$ cat src/rtl/sqr_pkg.sv
package sqr_pkg;

   typedef enum logic {
      STD_525 = 1'b0,
      STD_625 = 1'b1
   } video_std_e;

   // Taps to advance per line: half a turn or a quarter turn of the ring.
   function automatic int unsigned line_step(video_std_e s, int unsigned nph);
      return (s == STD_625) ? nph / 4 : nph / 2;
   endfunction

endpackage

$ cat src/rtl/sqr_johnson.sv
module sqr_johnson #(
   parameter int unsigned JC_BITS = 2,
   localparam int unsigned NUM_PH = 2 * JC_BITS
) (
   input  logic              clk,
   input  logic              rst,
   output logic [NUM_PH-1:0] taps
);

   logic [JC_BITS-1:0] ring_q;

   if (JC_BITS < 2) begin : g_bad_bits
      $error("sqr_johnson: JC_BITS must be at least 2");
   end

   always_ff @(posedge clk) begin
      if (rst) ring_q <= '0;
      else     ring_q <= {ring_q[JC_BITS-2:0], ~ring_q[JC_BITS-1]};
   end

   // Tap k is high for JC_BITS cycles starting k cycles after the all-zero state.
   assign taps[0] = ~ring_q[JC_BITS-1];
   for (genvar k = 1; k <= JC_BITS; k++) begin : g_true_taps
      assign taps[k] = ring_q[k-1];
   end
   for (genvar k = 1; k < JC_BITS; k++) begin : g_inv_taps
      assign taps[JC_BITS+k] = ~ring_q[k-1];
   end

   p_one_bit_step_r1: assert property (@(posedge clk) disable iff (rst)
      !$past(rst) |-> $countones(ring_q ^ $past(ring_q)) == 1);

   p_ring_cleared_r2: assert property (@(posedge clk)
      rst |=> ring_q == '0);

endmodule

$ cat src/rtl/sqr_phase_sel.sv
module sqr_phase_sel #(
   parameter int unsigned NUM_PH = 4,
   localparam int unsigned SEL_W = $clog2(NUM_PH)
) (
   input  logic             clk,
   input  logic             rst,
   input  logic             line_strobe,
   input  logic             std_pal,
   output logic [SEL_W-1:0] sel
);
   import sqr_pkg::*;

   localparam logic [SEL_W:0] STEP_525 = (SEL_W+1)'(line_step(STD_525, NUM_PH));
   localparam logic [SEL_W:0] STEP_625 = (SEL_W+1)'(line_step(STD_625, NUM_PH));
   localparam logic [SEL_W:0] WRAP     = (SEL_W+1)'(NUM_PH);

   if (NUM_PH % 4 != 0) begin : g_bad_ph
      $error("sqr_phase_sel: NUM_PH must be a multiple of 4");
   end

   logic [SEL_W-1:0] sel_q;
   logic [SEL_W-1:0] sel_nx;
   logic [SEL_W:0]   sum;

   always_comb begin
      sum = {1'b0, sel_q} + ((video_std_e'(std_pal) == STD_625) ? STEP_625 : STEP_525);
   end

   if (NUM_PH == (1 << SEL_W)) begin : g_pow2_wrap
      assign sel_nx = sum[SEL_W-1:0];
   end else begin : g_cmp_wrap
      assign sel_nx = (sum >= WRAP) ? SEL_W'(sum - WRAP) : sum[SEL_W-1:0];
   end

   always_ff @(posedge clk) begin
      if (rst)              sel_q <= '0;
      else if (line_strobe) sel_q <= sel_nx;
   end

   assign sel = sel_q;

   p_hold_idx_r6: assert property (@(posedge clk) disable iff (rst)
      !line_strobe |=> $stable(sel_q));

   p_half_turn_r4: assert property (@(posedge clk) disable iff (rst)
      (line_strobe && !std_pal) |=>
         sel_q == SEL_W'((int'($past(sel_q)) + NUM_PH / 2) % NUM_PH));

   p_quarter_turn_r5: assert property (@(posedge clk) disable iff (rst)
      (line_strobe && std_pal) |=>
         sel_q == SEL_W'((int'($past(sel_q)) + NUM_PH / 4) % NUM_PH));

endmodule

$ cat src/rtl/sqr_tap_mux.sv
module sqr_tap_mux #(
   parameter int unsigned NUM_PH = 4,
   localparam int unsigned SEL_W = $clog2(NUM_PH)
) (
   input  logic              clk,
   input  logic              rst,
   input  logic [NUM_PH-1:0] taps,
   input  logic [SEL_W-1:0]  sel,
   output logic              fb
);

   logic picked;
   logic fb_q;

   assign picked = taps[sel];

   always_ff @(posedge clk) begin
      if (rst) fb_q <= 1'b0;
      else     fb_q <= picked;
   end

   assign fb = fb_q;

   p_fb_cleared_r2: assert property (@(posedge clk)
      rst |=> !fb_q);

   p_fb_follows_tap_r7: assert property (@(posedge clk) disable iff (rst)
      !$past(rst) |-> fb_q == $past(taps[sel]));

endmodule

$ cat src/rtl/sc_quad_rotator.sv
module sc_quad_rotator #(
   parameter int unsigned JC_BITS = 2,
   localparam int unsigned NUM_PH = 2 * JC_BITS,
   localparam int unsigned SEL_W  = $clog2(NUM_PH)
) (
   input  logic             clk4x,
   input  logic             rst,
   input  logic             line_strobe,
   input  logic             std_pal,
   output logic             fb_subcarrier,
   output logic [SEL_W-1:0] phase_idx
);

   logic [NUM_PH-1:0] taps;
   logic [SEL_W-1:0]  sel;

   sqr_johnson #(.JC_BITS(JC_BITS)) u_ring (
      .clk  (clk4x),
      .rst  (rst),
      .taps (taps)
   );

   sqr_phase_sel #(.NUM_PH(NUM_PH)) u_sel (
      .clk         (clk4x),
      .rst         (rst),
      .line_strobe (line_strobe),
      .std_pal     (std_pal),
      .sel         (sel)
   );

   sqr_tap_mux #(.NUM_PH(NUM_PH)) u_mux (
      .clk  (clk4x),
      .rst  (rst),
      .taps (taps),
      .sel  (sel),
      .fb   (fb_subcarrier)
   );

   assign phase_idx = sel;

   p_idx_cleared_r2: assert property (@(posedge clk4x)
      rst |=> phase_idx == '0);

endmodule

$ cat config.mk
export PLATFORM = sky130hd
export DESIGN_NAME = sc_quad_rotator
export DESIGN_NICKNAME = d
export VERILOG_FILES = /design/src/rtl/sqr_pkg.sv /design/src/rtl/sqr_johnson.sv /design/src/rtl/sqr_phase_sel.sv /design/src/rtl/sqr_tap_mux.sv /design/src/rtl/sc_quad_rotator.sv
export SDC_FILE = /design/constraint.sdc
export NUM_CORES = 1
export LEC_CHECK = 0
export ABC_AREA = 0
export BUFFER_PORTS_ARGS = -buffer_cell sky130_fd_sc_hd__buf_2
export CORE_AREA = 5 5 42 44
export CTS_BUF_LIST = sky130_fd_sc_hd__clkbuf_8 sky130_fd_sc_hd__clkbuf_16
export DETAILED_ROUTE_END_ITERATION = 10
export DIE_AREA = 0 0 47 49
export MAX_ROUTING_LAYER = met4
export PLACE_DENSITY = 0.39
export SYNTH_ARGS = -nofsm -noshare
export SYNTH_HDL_FRONTEND = slang
export SYNTH_SLANG_ARGS = --single-unit
$ cat constraint.sdc
create_clock -name clk4x -period 2.1 [get_ports clk4x]
set_input_delay 0.63 -clock clk4x [delete_from_list [all_inputs] [get_ports clk4x]]
set_output_delay 0.63 -clock clk4x [all_outputs]
set_load 0.05 [all_outputs]
==> summary.txt <==
Status: finished clean
Routed len/inst: 10.2 um
Post-synthesis register bit count: 5
Hold path endpoint: u_ring.ring_q[0]$_SDFF_PP0_
Synth Area in Simple Gates: 0.194
CTS root buf: clkbuf_8
Nets: 36
Vias per inst: 3.98
Initial antenna violation count: 0
Final Critical Period: 1.53 ns
Max incr delay on CP: 0.38 ns
Worst Path Buf+Inv: 1
Power, Total: 0.337 mW
Routed Antenna Nets: 0
Fraction of layout cells with a size suffix above 1: 0.367
Sw frac: 0.266
RSZ-0062 raised after global routing: no
CP endpoint kind: output port
Via count: 183
Pre-CTS setup slack: 0.514 ns
Post-route cell area: 295 um2
Maximum root-to-sink buffer count: 2
Critical path type: flip-flop to output port
Min-delay src: u_ring.ring_q[1]$_SDFF_PP0_
Mapped Cells: 20
CTS HTree Levels: 1
Post-Synth Adder-Cell Area: 0.0625
CP cell instances: buf_2
Iteration-0 DRC count of the detailed router: 1
Worst R2R Path Depth: 4
CP Launch Type: flip-flop
CTS tree: yes
Reg2reg setup slack: 0.93 ns
Sequential share of power: 0.326
Die Ht: 49 um
Synth Area in Compound Gates: 0.150
# clock sinks: 5
Pint: 0.247 mW
Port Buf Inserts: 6
End of the worst register-to-register path: u_sel.sel[1]$_SDFFE_PP0P_
Crit path max-delay family: flip-flops
Tot GR Track Use: 0.0615
Fin Setup TNS: 0 ns
Chip width: 47 um
Die area: 2300 um2
Fin. max-slew vios: 0
Initial Util: 0.143
Power density over the cells: 1140 nW/um2
Mean Syn Cell Area: 10.0 um2
Pleak: 0.141 nW
Post-synthesis xor/xnor area fraction: 0.0438
Number of remaining DRC errors: 0
Net Count, Synth: 25
Ys Warns: 0
Placed Area: 250 um2
Proportion of synthesized area in mux cells: 0.0500
Cts bufs inserted: 3
Count of final hold-check violations: 0
Post CTS Setup Buffer Count: 0
Area growth syn-to-layout: 47.5%
Resized cells post-CTS: 0
First-pass GRT wire length: 917 um
Max_cap viols: 0
Number of I/O pins: 7
Final WL: 468 um
Max FO, Critical Path: 5
Critical Path RT: 1.47 ns
Sequential area share after synthesis: 0.500
Netlist cell types: 14
Switching power total: 0.0896 mW
Hold Path Class: flip-flop to flip-flop
Relative slew slack: 0.830
Max IR drop VDD: 0.453 mV
Std-Cell Rows: 14
CP arrival: 0.90 ns
Clock insertion delay at the later pin of the skew report: 0.22 ns
Layout Skew: 0.00336 ns
Area of the mapped netlist: 200 um2
Slew @ Worst Pin: 0.256 ns
Core area: 1400 um2
Clock power frac: 0.514
Gpl congestion: 0.670
DR pass1 iterations: 2
Grt total ovfl: 0
Final Cycle Share: 0.728
Largest family of logic cells by synthesized area: simple AND/OR/NAND/NOR gates
Largest net degree at the start of global routing: 7
Slowest CP cell: dfxtp_1
Clock transition at the registers of the reported paths: 0.04 ns
Combinational share of power: 0.159
Max Freq: 654 MHz
Final setup vio count: 0
# hold bufs at CTS: 0
Final worst slack: 0.571 ns
N_diodes: 0
Vias in the first global route: 222
R2R Path Start: u_sel.sel[0]$_SDFFE_PP0P_
Hold Crit Depth: 1
## how the worst max path moves through the flow
stage / startpoint / endpoint / slack, ns / cells after the start
3_5_place_dp: std_pal / u_sel.sel[1]$_SDFFE_PP0P_ / 0.51 / 5
4_1_cts: u_sel.sel[0]$_SDFFE_PP0P_ / phase_idx[0] / 0.56 / 1
5_1_grt: u_sel.sel[0]$_SDFFE_PP0P_ / phase_idx[0] / 0.51 / 1
6_report: u_sel.sel[0]$_SDFFE_PP0P_ / phase_idx[0] / 0.57 / 1
2_1_floorplan: u_sel.sel[0]$_SDFFE_PP0P_ / u_sel.sel[1]$_SDFFE_PP0P_ / 0.66 / 4
3_3_place_gp: std_pal / u_sel.sel[1]$_SDFFE_PP0P_ / 0.57 / 5
## routing by layer
metal,global-route usage,wire length (um),share of wire,vias to the layer above
met3,0.0664,74,0.16,0
met2,0.0792,180,0.38,11
met4,0.0138,0,0,0
met1,0.0642,214,0.46,84
met5,-,0,0,-
li1,-,-,-,88
## cell families after synthesis
group	count (synthesis)
AND/OR/NAND/NOR	8
AO/OA/AOI/OAI	4
adder cells (fa/ha/maj)	1
multiplexers	1
XOR/XNOR	1
flip-flops	5
## power groups by stage
stage	logic (mW)	registers, mW	clock network [mW]
final	0.0537	0.110	0.173
after global routing	0.0590	0.112	0.191
after CTS	0.0543	0.110	0.181
after detailed placement	0.0539	0.111	0
after global placement	0.0513	0.111	0
after floorplan	0.0187	0.131	0
## layout make-up
type | instances | area (um2)
fillers | 169 | 1110
clock inverters | 1 | 3.75
repair buffers | 6 | 30.0
multi-input cells | 15 | 100
flip-flops and latches | 5 | 100
well taps | 16 | 20.0
clock buffers | 3 | 41.3
## synth_stat cells
library cell	number	area share
a21oi_1	1	0.025
nor2_1	3	0.056
xnor2_1	1	0.044
dfxtp_1	5	0.50
nand2b_1	1	0.031
nand2_1	1	0.019
or2_1	1	0.031
a31o_2	1	0.044
ha_1	1	0.062
mux2i_1	1	0.050
nand3_1	1	0.025
nor2b_1	1	0.031
a21o_1	1	0.038
a21oi_2	1	0.044
## cells in the final DEF, fill, tap and decap left out, types with 3 or more instances in the layout
master,count
clkbuf_8,3
buf_2,6
dfxtp_1,5
nor2_1,3
## stage by stage
stage               hold WS, ns   util  cells
floorplan                 0.381      -     20
global placement          0.392  0.179     42
detailed placement        0.412  0.179     42
CTS                       0.420  0.211     46
global route              0.444  0.211     46
finish                    0.414  0.211     46
## flip-flops by register name (all words and copies together) (netlist names)
register and flops:
u_ring.ring_q 2, u_sel.sel 2, u_mux.fb 1
Power figures use the tool's default switching activity.
